$ cat src/rtl/gpio_irq_pkg.sv
package gpio_irq_pkg;

    localparam int unsigned PORT_LINES = 8;
    localparam int unsigned SYNC_DEPTH = 2;

    typedef enum logic [1:0] {
        SEL_SENSE = 2'd0,
        SEL_POL   = 2'd1,
        SEL_EN    = 2'd2,
        SEL_ACK   = 2'd3
    } reg_sel_e;

    typedef struct packed {
        logic sense;  // 1 edge, 0 level
        logic pol;    // 1 high/rising, 0 low/falling
        logic en;
    } line_cfg_t;

    function automatic logic edge_match(logic pol, logic cur, logic prev);
        return pol ? (cur & ~prev) : (~cur & prev);
    endfunction

    function automatic logic level_match(logic pol, logic cur);
        return cur == pol;
    endfunction

endpackage

$ cat src/rtl/gpio_irq_sync.sv
module gpio_irq_sync #(
    parameter int unsigned WIDTH  = 8,
    parameter int unsigned STAGES = 2
) (
    input  logic             clk,
    input  logic             rst,
    input  logic [WIDTH-1:0] async_i,
    output logic [WIDTH-1:0] sync_o
);
    logic [WIDTH-1:0] stage_q [STAGES];

    always_ff @(posedge clk) begin
        if (rst) stage_q[0] <= '0;
        else     stage_q[0] <= async_i;
    end

    for (genvar s = 1; s < STAGES; s++) begin : g_stage
        always_ff @(posedge clk) begin
            if (rst) stage_q[s] <= '0;
            else     stage_q[s] <= stage_q[s-1];
        end
    end

    assign sync_o = stage_q[STAGES-1];
endmodule

$ cat src/rtl/gpio_irq_cfg.sv
module gpio_irq_cfg
    import gpio_irq_pkg::*;
#(
    parameter int unsigned LINES = 8
) (
    input  logic                    clk,
    input  logic                    rst,
    input  logic                    wr_en_i,
    input  logic [1:0]              wr_sel_i,
    input  logic [LINES-1:0]        wr_data_i,
    output line_cfg_t [LINES-1:0]   cfg_o,
    output logic [LINES-1:0]        ack_o
);
    logic [LINES-1:0] sense_q, pol_q, en_q;
    reg_sel_e sel;

    assign sel = reg_sel_e'(wr_sel_i);

    always_ff @(posedge clk) begin
        if (rst) begin
            sense_q <= '0;
            pol_q   <= '0;
            en_q    <= '0;
        end else if (wr_en_i) begin
            case (sel)
                SEL_SENSE: sense_q <= wr_data_i;
                SEL_POL:   pol_q   <= wr_data_i;
                SEL_EN:    en_q    <= wr_data_i;
                default:   ;
            endcase
        end
    end

    assign ack_o = (wr_en_i && sel == SEL_ACK) ? wr_data_i : '0;

    for (genvar n = 0; n < LINES; n++) begin : g_pack
        assign cfg_o[n] = '{sense: sense_q[n], pol: pol_q[n], en: en_q[n]};
    end
endmodule

$ cat src/rtl/gpio_irq_detect.sv
module gpio_irq_detect
    import gpio_irq_pkg::*;
#(
    parameter int unsigned LINES = 8
) (
    input  logic                  clk,
    input  logic                  rst,
    input  line_cfg_t [LINES-1:0] cfg_i,
    input  logic [LINES-1:0]      ack_i,
    input  logic [LINES-1:0]      sync_i,
    output logic [LINES-1:0]      pend_o
);
    logic [LINES-1:0] prev_q, caught_q, hit, en_vec;

    for (genvar n = 0; n < LINES; n++) begin : g_line
        assign en_vec[n] = cfg_i[n].en;
        assign hit[n]    = cfg_i[n].en & cfg_i[n].sense
                         & edge_match(cfg_i[n].pol, sync_i[n], prev_q[n]);
        assign pend_o[n] = cfg_i[n].en & (cfg_i[n].sense ? caught_q[n]
                                          : level_match(cfg_i[n].pol, sync_i[n]));
    end

    always_ff @(posedge clk) begin
        if (rst) begin
            prev_q   <= '0;
            caught_q <= '0;
        end else begin
            prev_q   <= sync_i;
            caught_q <= (caught_q & ~ack_i & en_vec) | hit;
        end
    end

    // a newly caught edge needs the line enabled in the cycle before
    p_catch_needs_en_r4: assert property (@(posedge clk) disable iff (rst)
        ((caught_q & ~$past(caught_q) & ~$past(en_vec)) == '0));

    // acknowledged lines without a coincident edge are cleared
    p_ack_clears_r7: assert property (@(posedge clk) disable iff (rst)
        (ack_i != '0) |=> ((caught_q & $past(ack_i & ~hit)) == '0));

    // an edge coinciding with its acknowledge remains caught
    p_edge_beats_ack_r8: assert property (@(posedge clk) disable iff (rst)
        ((hit & ack_i) != '0) |=> ((caught_q & $past(hit & ack_i)) == $past(hit & ack_i)));

    // no new event on a line whose samples did not change
    p_no_event_steady_r9: assert property (@(posedge clk) disable iff (rst)
        ((caught_q & ~$past(caught_q) & ~$past(sync_i ^ prev_q)) == '0));
endmodule

$ cat src/rtl/gpio_port_irq.sv
module gpio_port_irq
    import gpio_irq_pkg::*;
#(
    parameter int unsigned LINES  = PORT_LINES,
    parameter int unsigned STAGES = SYNC_DEPTH
) (
    input  logic             clk,
    input  logic             rst,
    input  logic             wr_en_i,
    input  logic [1:0]       wr_sel_i,
    input  logic [LINES-1:0] wr_data_i,
    input  logic [LINES-1:0] pin_i,
    output logic [LINES-1:0] irq_line_o,
    output logic             irq_any_o
);
    line_cfg_t [LINES-1:0] cfg;
    logic [LINES-1:0]      ack, sync, pend, en_vec;

    gpio_irq_sync #(.WIDTH(LINES), .STAGES(STAGES)) u_sync (
        .clk(clk), .rst(rst), .async_i(pin_i), .sync_o(sync)
    );

    gpio_irq_cfg #(.LINES(LINES)) u_cfg (
        .clk(clk), .rst(rst), .wr_en_i(wr_en_i), .wr_sel_i(wr_sel_i),
        .wr_data_i(wr_data_i), .cfg_o(cfg), .ack_o(ack)
    );

    gpio_irq_detect #(.LINES(LINES)) u_detect (
        .clk(clk), .rst(rst), .cfg_i(cfg), .ack_i(ack),
        .sync_i(sync), .pend_o(pend)
    );

    for (genvar n = 0; n < LINES; n++) begin : g_en
        assign en_vec[n] = cfg[n].en;
    end

    assign irq_line_o = pend;
    assign irq_any_o  = |pend;

    // disabled lines never show a request
    p_disabled_quiet_r4: assert property (@(posedge clk) disable iff (rst)
        ((irq_line_o & ~en_vec) == '0));

    // the cycle after reset nothing is configured, so nothing requests
    p_reset_clean_r1: assert property (@(posedge clk)
        rst |=> (irq_line_o == '0));
endmodule

$ cat config.mk
export PLATFORM = sky130hd
export DESIGN_NAME = gpio_port_irq
export DESIGN_NICKNAME = d
export VERILOG_FILES = /design/src/rtl/gpio_irq_pkg.sv /design/src/rtl/gpio_irq_sync.sv /design/src/rtl/gpio_irq_cfg.sv /design/src/rtl/gpio_irq_detect.sv /design/src/rtl/gpio_port_irq.sv
export SDC_FILE = /design/constraint.sdc
export NUM_CORES = 1
export LEC_CHECK = 0
export BUFFER_PORTS_ARGS = -buffer_cell sky130_fd_sc_hd__buf_2
export CAP_MARGIN = 40
export CORE_UTILIZATION = 50
export CTS_CLUSTER_SIZE = 24
export DETAILED_ROUTE_END_ITERATION = 10
export PLACE_DENSITY = 0.71
export SYNTH_ARGS = -nofsm -noshare
export SYNTH_HDL_FRONTEND = slang
export SYNTH_SLANG_ARGS = --single-unit
$ cat constraint.sdc
create_clock -name clk -period 2.5 [get_ports clk]
set_clock_uncertainty 0.1 [all_clocks]
set_input_delay 0.125 -clock clk [delete_from_list [all_inputs] [get_ports clk]]
set_output_delay 0.125 -clock clk [all_outputs]
set_load 0.01 [all_outputs]
Yosys cells after proc, flatten, opt, wreduce, memory -nomap -nowiden
Memories as Yosys holds them, arrays and structs flattened.
Index checks and enable logic that the tools add are counted.
{"block": "totals", "register_bits": 40, "latch_bits": 0, "ramBits": 16, "mem_bits_ro": 0, "n_memories": 1}
{"block": "classes", "n_addsub": 0, "mul": 0, "n_div": 0, "order_cmp": 0, "eq_ne": 11, "shifts": 0, "mux": 22, "bitwise_logic": 62, "n_reduce_logical": 6}
{"memory": "u_sync.stage_q", "words": 2, "width": 8, "read_ports": 2, "rd_clocked_by_memory_dff": 0, "write_ports": 2, "line": "gpio_irq_sync.sv:10", "rtl": "logic [WIDTH-1:0] stage_q [STAGES];"}
{"operator": "AND 1 bit", "n": 40}
{"operator": "two-way mux 8 bit", "n": 3}
{"operator": "two-way mux 1 bit", "n": 19}
{"operator": "AND 8 bit", "n": 2}
{"operator": "inverter 1 bit", "n": 16}
{"operator": "equality test 1 bit", "n": 8}
{"operator": "inverter 8 bit", "n": 1}
{"operator": "bitwise OR 8 bit", "n": 1}
{"operator": "OR reduction 8 bit", "n": 1}
{"operator": "AND reduction 2 bit", "n": 3}
{"operator": "equality test 2 bit (second input constant)", "n": 2}
{"operator": "equality test 2 x 1 -> 1 bit (second input constant)", "n": 1}
{"operator": "logical NOT 2 bit", "n": 1}
{"operator": "bitwise OR 1 bit", "n": 2}
{"operator": "logical AND 1 bit", "n": 1}

Depth between registers and ports, before layout
Gate-level depths: netlist of the first run.
{"block": "depth", "ltp_word": 7, "depth_mapped": 5}

By module
From an unflattened synthesis of the first run, not the netlist that was laid out.
{"block": "unflattened", "cells_unflattened": 224, "hier_area_um2": 2451.1}
{"mod": "gpio_irq_cfg", "instances": 1, "cells_each": 99, "area_each_um2": 1046.0}
{"mod": "gpio_irq_detect", "instances": 1, "cells_each": 89, "area_each_um2": 924.6}
{"mod": "gpio_irq_sync", "instances": 1, "cells_each": 33, "area_each_um2": 464.2}
{"mod": "gpio_port_irq", "instances": 1, "cells_each": 3, "area_each_um2": 16.3}

Worst setup path before layout of the first run
Ideal clock, no wire load.
{"block": "synth_timing", "path_kind": "reg-to-output", "startpoint": "register u_cfg.pol_q[4]", "endpoint": "output port irq_any_o", "arrival_time_ns": 1.040, "required_time_ns": 2.275, "path_slack_ns": 1.235, "stages_incl_launch_ff": 5, "path_buffers": 0, "path_cell_list": "dfxtp_1 -> xor2_1 -> o21ai_0 -> nor4_1 -> nand2_1"}
{"block": "synth_via", "elab_chain_len": 4}
{"element": "start, declared", "line": "gpio_irq_cfg.sv:14", "rtl": "logic [LINES-1:0] sense_q, pol_q, en_q;"}
{"element": "start signal, assigned", "line": "gpio_irq_cfg.sv:27", "rtl": "SEL_POL: pol_q <= wr_data_i;"}
{"element": "equality test 1 bit", "line": "gpio_irq_pkg.sv:24", "rtl": "return cur == pol;"}
{"element": "two-way mux 1 bit", "line": "gpio_irq_detect.sv:19", "rtl": "assign pend_o[n] = cfg_i[n].en & (cfg_i[n].sense ? caught_q[n]"}
{"element": "AND 1 bit", "line": "gpio_irq_detect.sv:19"}
{"element": "net irq_line_o[4]", "line": "gpio_port_irq.sv:13", "rtl": "output logic [LINES-1:0] irq_line_o,"}
{"element": "OR reduction 8 bit", "line": "gpio_port_irq.sv:38", "rtl": "assign irq_any_o = |pend;"}
{"element": "end, declared", "line": "gpio_port_irq.sv:14", "rtl": "output logic irq_any_o"}
The timed path passes the listed nets, and every way through them passes these cells.

Worst setup path in the final report of the first run
{"block": "layout_timing", "startpoint": "register u_cfg.pol_q[3]", "endpoint": "output port irq_any_o"}
{"block": "layout_via", "elab_chain_len": 4}
{"element": "equality test 1 bit", "line": "gpio_irq_pkg.sv:24"}
{"element": "two-way mux 1 bit", "line": "gpio_irq_detect.sv:19"}
{"element": "AND 1 bit", "line": "gpio_irq_detect.sv:19"}
{"element": "OR reduction 8 bit", "line": "gpio_port_irq.sv:38"}
No other way between the ends.

==> results of run 1 <==
-- cells in the mapped netlist (all sizes together) --
| master | count | area, um^2 |
|---|---|---|
| dfxtp | 56 | 1121 |
| mux2i | 24 | 240.2 |
| nor2 | 24 | 90.09 |
| nor2b | 24 | 150.1 |
| nand2 | 17 | 63.81 |
| nand2b | 16 | 100.1 |
| nor3b | 9 | 67.56 |
| a22oi | 8 | 60.06 |
| nand3 | 8 | 40.04 |
| o21ai | 8 | 40.03 |
| o22ai | 8 | 50.05 |
| xor2 | 8 | 70.07 |
| buf | 7 | 35.04 |
| clkbuf | 3 | 11.26 |
| nand3b | 2 | 15.01 |
| nor4 | 2 | 12.51 |
| and3 | 1 | 6.260 |
-- report_power, final --
part	internal (mW)	leakage (nW)	switching (mW)	total, mW
clock	0.222	0.0510	0.281	0.502
combinational	0.0726	0.610	0.0645	0.137
sequential	0.920	0.457	0.0205	0.941
-- state kept, by name (all words and copies together) (netlist names) --
register,count
u_cfg.en_q,8
u_cfg.pol_q,8
u_cfg.sense_q,8
u_detect.caught_q,8
u_detect.prev_q,8
u_sync.stage_q,16
-- cells by family after synthesis --
group / Yosys count
XOR/XNOR: 8
AO/OA/AOI/OAI: 24
flip-flops: 56
multiplexers: 24
AND/OR/NAND/NOR: 103
buffers and inverters: 10
-- critical path, delay by kind of cell, from the launching register on --
| kind | cells | cell delay (ns) |
|---|---|---|
| flip-flops | 1 | 0.39 |
| AND/OR/NAND/NOR | 2 | 0.52 |
| AO/OA/AOI/OAI | 1 | 0.12 |
| buffers and inverters | 1 | 0.16 |
| XOR/XNOR | 1 | 0.15 |
-- worst min path at each step --
stage | startpoint | endpoint | slack [ns]
floorplan | pin_i[0] | u_sync.stage_q[0][0]$_SDFF_PP0_ | 0.15
global placement | pin_i[1] | u_sync.stage_q[0][1]$_SDFF_PP0_ | 0.23
detailed placement | pin_i[7] | u_sync.stage_q[0][7]$_SDFF_PP0_ | 0.24
CTS | wr_data_i[3] | u_cfg.sense_q[3]$_SDFFE_PP0P_ | 0.002
global route | wr_data_i[3] | u_cfg.sense_q[3]$_SDFFE_PP0P_ | 0.008
finish | wr_data_i[3] | u_cfg.sense_q[3]$_SDFFE_PP0P_ | 0.01
-- layer usage --
| metal | up-vias | GRT usage |
|---|---|---|
| li1 | 842 | - |
| met5 | - | 0 |
| met3 | 5 | 0.05500 |
| met2 | 24 | 0.2990 |
| met1 | 713 | 0.2316 |
| met4 | 0 | 0.07813 |
-- through the flow --
stage,cells,instance area [um^2],setup WS [ns]
2_1_floorplan,225,2173,1.235
3_3_place_gp,296,2350,0.9760
3_5_place_dp,296,2350,0.9747
4_1_cts,319,2592,0.6294
6_report,319,2592,0.6406
5_1_grt,319,2592,0.5061
-- area by class of cell --
| class | instances | area, um^2 | area share |
|---|---|---|---|
| clock buffers | 6 | 82.58 | 0.03185 |
| clock inverters | 2 | 10.01 | 0.003861 |
| multi-input cells | 159 | 1006 | 0.3880 |
| flip-flops and latches | 56 | 1121 | 0.4324 |
| well taps | 50 | 62.56 | 0.02413 |
| repair buffers | 46 | 310.3 | 0.1197 |
-- repair_timing --
action / 4_1_cts / 5_1_grt
hold endpoints to repair: 23 / 0
endpoints found under the setup margin: 0 / 0
hold buffers: 15 / 0
resized for setup: 0 / 0
==> Implementation_results.wiki, run 1 <==
{| class="wikitable"
! Metric !! Value
|-
| Outcome || complete, no violations
|-
| Area growth syn-to-layout || 19.29%
|-
| Final Setup Violations || 0
|-
| CP required || 2.28 ns
|-
| Highest-delay cell along the critical path || sky130_fd_sc_hd__nor4_1
|-
| Final Max Tran Viols || 0
|-
| Number of cell rows || 23
|-
| Cell area after synthesis || approximately 0.0022 mm^2
|-
| Share of cell area taken by muxes after synthesis || 0.1105
|-
| Number of top-level design ports || 30
|-
| Hold Worst Slack || 0.01460 ns
|-
| Pin count of the biggest net entering global routing || 31
|-
| Source-to-sink clock delay at the later pin of the worst-skew pair || 0.30 ns
|-
| Count of state elements after synthesis || 56
|-
| Routed met1 length || 1963 um
|-
| Total power || 1.580 mW
|-
| First-pass GRT wire length || 6203 um
|-
| Buffers on Ports || 29
|-
| Post-route minimum period || 1.859 ns
|-
| Arr. time, crit path || 1.63 ns
|-
| Placed wire-length estimate after detailed placement || 2567 um
|-
| Clock root buffer || sky130_fd_sc_hd__clkbuf_8
|-
| Maximum number of buffers from clock root to sink || 2
|-
| Combinational family with the most area after synthesis || simple AND/OR/NAND/NOR gates
|-
| Compound-gate portion of the synthesized area || 0.06908
|-
| Count of warnings emitted by yosys || 0
|-
| Number of distinct library cells after synthesis || 20
|-
| Initial standard-cell utilization of the core || 0.5318
|-
| Die Ht || 67.93 um
|-
| Max cap viols || 0
|-
| FF-to-FF setup slack || ~1.4 ns
|-
| Number of global-route vias before repair || 1416
|-
| Startpoint type of the worst setup path || register
|-
| CTS tree || yes
|-
| Global route total overflow || 0
|-
| Leakage power summed over all cells || approximately 1.1 nW
|-
| Antenna violations before repair || 0
|-
| Simple-gate portion of the synthesized area || 0.2510
|-
| RR Startpoint || u_sync.stage_q[1][1]$_SDFF_PP0_
|-
| Worst slew margin relative to its limit || 0.5989
|-
| Sinks on the clock net || 56
|-
| Post-CTS Setup Repair Bufs || 0
|-
| Core area || 0.004086 mm^2
|-
| Maximum frequency from static timing analysis || 0.5378 GHz
|-
| Slowest cell delay on critical path || 0.41 ns
|-
| Highest-count cells in the layout ignoring fill and taps || 56 x sky130_fd_sc_hd__dfxtp_1, 29 x sky130_fd_sc_hd__buf_2, 24 x sky130_fd_sc_hd__nor2b_1, 24 x sky130_fd_sc_hd__mux2i_1, 24 x sky130_fd_sc_hd__nor2_1
|-
| Sequential fraction of the synthesis area || 0.5158
|-
| Highest ir drop seen on vdd || 438.5 uV
|-
| Launching element of the worst setup path || u_cfg.pol_q[3]$_SDFFE_PP0P_
|-
| Cell-by-cell listing of the critical path || xor2_1 -> o21ai_1 -> nor4_1 -> nand2_1 -> buf_2
|-
| Total number of vias || 1584
|-
| Initial drt markers || 66
|-
| Count of nets left with antenna violations after detail routing || 0
|-
| Average vias per placed instance || 4.966
|-
| Actual transition at the worst max-transition pin || between 0.5 and 0.6 ns
|-
| Type of the setup path with the least slack || reg -> out
|-
| CTS clock-pin slew for the worst setup and hold paths || around 0.09 ns
|-
| Cells after synthesis || 225
|-
| Endpoint of the lowest-slack register-to-register path || u_detect.caught_q[1]$_SDFF_PP0_
|-
| Depth of the CTS H-tree || 2
|-
| Number of failing hold endpoints at the final stage || 0
|-
| Fillers || 381
|-
| Max layer used || met4
|-
| End point of the critical path || irq_any_o
|-
| Total number of nets in the final design || 289
|-
| Detail-routed net length per standard cell || 12.09 um
|-
| Routed met2 length || 1741 um
|-
| Total DRC errors in the routed layout || 0
|-
| Sum of negative setup slack || 0 ns
|-
| Xor/xnor cell area share of the yosys netlist || 0.03224
|-
| TritonCTS Buffers || 5
|-
| HP Class || in -> reg
|-
| Utilization after layout || 0.6344
|-
| GRT Total Usage || 0.1865
|-
| Critical path capture point type || output port
|-
| Die outline width || between 60 and 70 um
|-
| Die area || 0.004614 mm^2
|-
| Avg Synthesized Cell Area || 9.659 um^2
|-
| Net count after synthesis || 246
|-
| Share of the cycle needed by the critical path after routing || 0.7438
|-
| Antenna Diode Count || 0
|-
| Detailed-routed wire length on met3 || slightly below 100 um
|-
| Maximum fanout along the worst path || 4
|-
| Pre-Repair DR Iteration Count || 4
|-
| PwrDens || between 600 and 700 mW/mm^2
|-
| Instance count along the most critical hold path || 3
|-
| Cell count of the worst reg-to-reg path || 4
|-
| Fraction of final layout cells with drive strength greater than 1 || 0.1450
|-
| Adder-Cell Fraction of Synth Area || 0
|-
| Total wirelength of the detailed-routed design || 3856 um
|-
| Setup repair after global routing missed its margin || false
|-
| Routability congestion estimate from global placement || around 0.76
|-
| Commonest non-fill, non-tap cell in the layout || sky130_fd_sc_hd__dfxtp_1
|}
(Power assumes the default switching activity.)
==> inputs of run 2 (changes only) <==
--- a/config.mk
+++ b/config.mk
@@ -10,7 +10,7 @@
 export CORE_UTILIZATION = 50
 export CTS_CLUSTER_SIZE = 24
 export DETAILED_ROUTE_END_ITERATION = 10
-export PLACE_DENSITY = 0.71
+export PLACE_DENSITY = 0.74
 export SYNTH_ARGS = -nofsm -noshare
 export SYNTH_HDL_FRONTEND = slang
 export SYNTH_SLANG_ARGS = --single-unit
==> constraint.sdc (replaced) <==
create_clock -name clk -period 1.49 [get_ports clk]
set_clock_uncertainty 0.1 [all_clocks]
set_input_delay 0.0745 -clock clk [delete_from_list [all_inputs] [get_ports clk]]
set_output_delay 0.0745 -clock clk [all_outputs]
set_load 0.01 [all_outputs]
==> run 2 against run 1 <==
  * Clock power is 66% higher
  * Cell area rose by 5.2%
  * Sequential power up 68%
  * Non-clock buffer count is 8 higher
  * The run now ends with negative setup slack left
  * Sequential cell count did not move
  * Wire length grew 5.2%
  * Sequential share of layout area decreased by 1.3 points
  * Global-route usage grew 0.25 points
  * Final cell count up 2.5%
==> Implementation_results.wiki, run 2 (synthesis results as in run 1) <==
{| class="wikitable"
! Metric !! Value
|-
| Post-route minimum period || 1.646 ns
|-
| Leakage power summed over all cells || 1.171 nW (+4.7%)
|-
| Setup repair after global routing missed its margin || true
|-
| Actual transition at the worst max-transition pin || 0.3856 ns (-0.2143 ns)
|-
| TritonCTS Buffers || 5 (unchanged)
|-
| RR Startpoint || u_sync.stage_q[1][1]$_SDFF_PP0_
|-
| Detail-routed net length per standard cell || 12.41 um (+2.7%)
|-
| Die Ht || 67.93 um (unchanged)
|-
| Part of the power in registers || 0.592 (-0.003)
|-
| Count of nets left with antenna violations after detail routing || 0 (unchanged)
|-
| Worst setup slack before clock tree synthesis || 0.03111 ns (-0.9435 ns)
|-
| GRT Total Usage || 0.1890 (+0.002459)
|-
| Antenna Diode Count || 0 (unchanged)
|-
| Maximum fanout along the worst path || 2 (-2)
|-
| Highest ir drop seen on vdd || 639.7 uV (+46%)
|-
| Startpoint type of the worst setup path || register
|-
| Fraction of final layout cells with drive strength greater than 1 || 0.2347 (+0.08968)
|-
| Commonest non-fill, non-tap cell in the layout || sky130_fd_sc_hd__dfxtp_1
|-
| Arr. time, crit path || 1.47 ns (-0.16 ns)
|-
| Initial standard-cell utilization of the core || 0.5318 (unchanged)
|-
| Routability congestion estimate from global placement || 0.7109 (-6.8%)
|-
| Worst-case hold path end point || u_cfg.pol_q[0]$_SDFFE_PP0P_
|-
| Placed wire-length estimate after detailed placement || 2644 um (+3.0%)
|-
| Die outline width || 67.93 um (unchanged)
|-
| Number of cell rows || 23 (unchanged)
|-
| Share of the cycle needed by the critical path after routing || 1.105
|-
| Sum of negative setup slack || -0.1557 ns (-0.1557 ns)
|-
| Final Max Tran Viols || 0 (unchanged)
|-
| Outcome || complete, but fails checks
|-
| FF-to-FF setup slack || 0.30 ns (-1.12 ns)
|-
| Global route total overflow || 0 (unchanged)
|-
| Number of failing hold endpoints at the final stage || 0 (unchanged)
|-
| Max cap viols || 0 (unchanged)
|-
| Initial drt markers || 92 (+39%)
|-
| Buffers on Ports || 29 (unchanged)
|-
| Number of top-level design ports || 30 (unchanged)
|-
| CTS tree || yes
|-
| Worst hold start || rst
|-
| Largest register FFs || 16 (unchanged)
|-
| Source-to-sink clock delay at the later pin of the worst-skew pair || 0.30 ns (about the same)
|-
| Maximum frequency from static timing analysis || 0.6076 GHz
|-
| Depth of the CTS H-tree || 2 (unchanged)
|-
| Part of the power in combinational logic || 0.096 (+0.009)
|-
| Number of global-route vias before repair || 1507 (+6.4%)
|-
| Area growth syn-to-layout || 25.50%
|-
| Failing checks || negative setup slack
|-
| Pre-Repair DR Iteration Count || 4 (unchanged)
|-
| Final Setup Violations || 1 (+1)
|-
| Total placed cells including tap cells || 299 (+1.0%)
|-
| Maximum number of buffers from clock root to sink || 2 (unchanged)
|-
| HP Class || in -> reg
|-
| Total DRC errors in the routed layout || 0 (unchanged)
|-
| Post-layout instance count excluding filler cells || 327 (+2.5%)
|-
| Total number of vias || 1663 (+5.0%)
|-
| Average vias per placed instance || 5.086 (+2.4%)
|-
| Instance count along the most critical hold path || 3 (unchanged)
|-
| Pin count of the biggest net entering global routing || 57 (+84%)
|-
| CP required || 1.32 ns (-0.96 ns)
|-
| Highest-count cells in the layout ignoring fill and taps || 42 x sky130_fd_sc_hd__dfxtp_1, 29 x sky130_fd_sc_hd__buf_2, 24 x sky130_fd_sc_hd__nor2b_1, 24 x sky130_fd_sc_hd__mux2i_1, 24 x sky130_fd_sc_hd__nor2_1
|-
| Type of the setup path with the least slack || reg -> out
|-
| Clock root buffer || sky130_fd_sc_hd__clkbuf_8
|-
| Antenna violations before repair || 0 (unchanged)
|-
| Sinks on the clock net || 56 (unchanged)
|-
| Total number of nets in the final design || 297 (+2.8%)
|-
| Worst slew margin relative to its limit || 0.7429 (+0.1440)
|-
| Core area || 0.004086 mm^2 (unchanged)
|-
| Die area || 0.004614 mm^2 (unchanged)
|-
| Endpoint of the lowest-slack register-to-register path || u_detect.caught_q[1]$_SDFF_PP0_
|-
| Switching Fraction || 0.2268 (-0.004563)
|-
| Switching pwr || 605.1 uW (+66%)
|-
| CTS clock-pin slew for the worst setup and hold paths || 0.09 ns (about the same)
|-
| Most flop-heavy register || u_sync.stage_q
|-
| Utilization after layout || 0.6675 (+0.03307)
|-
| Cell count of the worst reg-to-reg path || 5 (+1)
|-
| Share of power burned in the clock network || 0.312 (-0.006)
|-
| PwrDens || 978.2 mW/mm^2 (+60%)
|-
| Setup slack of the critical path after layout || -0.1557 ns (-0.7963 ns)
|-
| Total wirelength of the detailed-routed design || 4058 um (+5.2%)
|-
| Cell internal pwr || 2.063 mW (+70%)
|-
| Critical path capture point type || output port
|-
| First-pass GRT wire length || 6423 um (+3.5%)
|}
run 2: cell count changes in the layout (fill, tap and decap cells not counted), sizes merged:
cell	change
dlygate4sd3	+1
buf	+7
clkbuf	+2
clkinv	-2
run 2: per-layer routing:
| metal | GRT usage | part of all wire | vias up |
|---|---|---|---|
| met1 | 0.2410 | 0.49 | 776 |
| met5 | 0 | 0 | - |
| met3 | 0.05500 | 0.031 | 7 |
| met4 | 0.07031 | 0.019 | 0 |
| li1 | - | - | 856 |
| met2 | 0.3002 | 0.46 | 24 |
run 2: critical path, stage by stage, from the launching register on:
cell and delay [ns]:
sky130_fd_sc_hd__dfxtp_2 0.36, sky130_fd_sc_hd__xor2_2 0.15, sky130_fd_sc_hd__o21ai_2 0.09, sky130_fd_sc_hd__nor4_2 0.31
sky130_fd_sc_hd__nand2_1 0.11, sky130_fd_sc_hd__buf_2 0.15
run 2: worst max path at each step:
stage                                                from   endpoint  slack, ns  cells past startpoint
after detailed placement      u_cfg.pol_q[2]$_SDFFE_PP0P_  irq_any_o       0.03                      5
after global routing      u_sync.stage_q[1][1]$_SDFF_PP0_  irq_any_o      -0.22                      5
after global placement        u_cfg.pol_q[2]$_SDFFE_PP0P_  irq_any_o       0.10                      5
after floorplan               u_cfg.pol_q[4]$_SDFFE_PP0P_  irq_any_o       0.28                      4
final                     u_sync.stage_q[1][1]$_SDFF_PP0_  irq_any_o      -0.16                      5
after CTS                     u_cfg.pol_q[1]$_SDFFE_PP0P_  irq_any_o      -0.18                      5
run 2: through the flow:
stage | hold WS, ns | power, mW | cell area, um^2
6_report | 0.1128 | 2.668 | 2728
5_1_grt | 0.1271 | 2.786 | 2728
4_1_cts | 0.1127 | 2.683 | 2669
3_5_place_dp | 0.1862 | 1.823 | 2385
3_3_place_gp | 0.1816 | 1.818 | 2385
2_1_floorplan | 0.1027 | 1.739 | 2173
run 2: power groups by stage:
| stage | clock network (mW) | registers, mW | logic [mW] |
|---|---|---|---|
| finish | 0.833 | 1.58 | 0.255 |
| global route | 0.919 | 1.59 | 0.280 |
| CTS | 0.855 | 1.58 | 0.249 |
| detailed placement | 0 | 1.61 | 0.210 |
| global placement | 0 | 1.61 | 0.208 |
| floorplan | 0 | 1.61 | 0.134 |
run 2: repair_timing:
item | CTS | global route
gates resized for setup | 10 | 16
setup endpoints to repair | 1 | 3
endpoints found under the hold margin | 31 | 0
hold buffers | 16 | 0
pin swaps | 4 | 6
buffers inserted | 2 | 2
run 2: final cells by class:
cell class / count / area, um^2
Timing Repair Buffer: 54 / 385.4
Tap cell: 50 / 62.56
Sequential cell: 56 / 1144
Clock buffer: 8 / 90.09
Multi-Input combinational cell: 159 / 1046
Fill cell: 322 / 1359
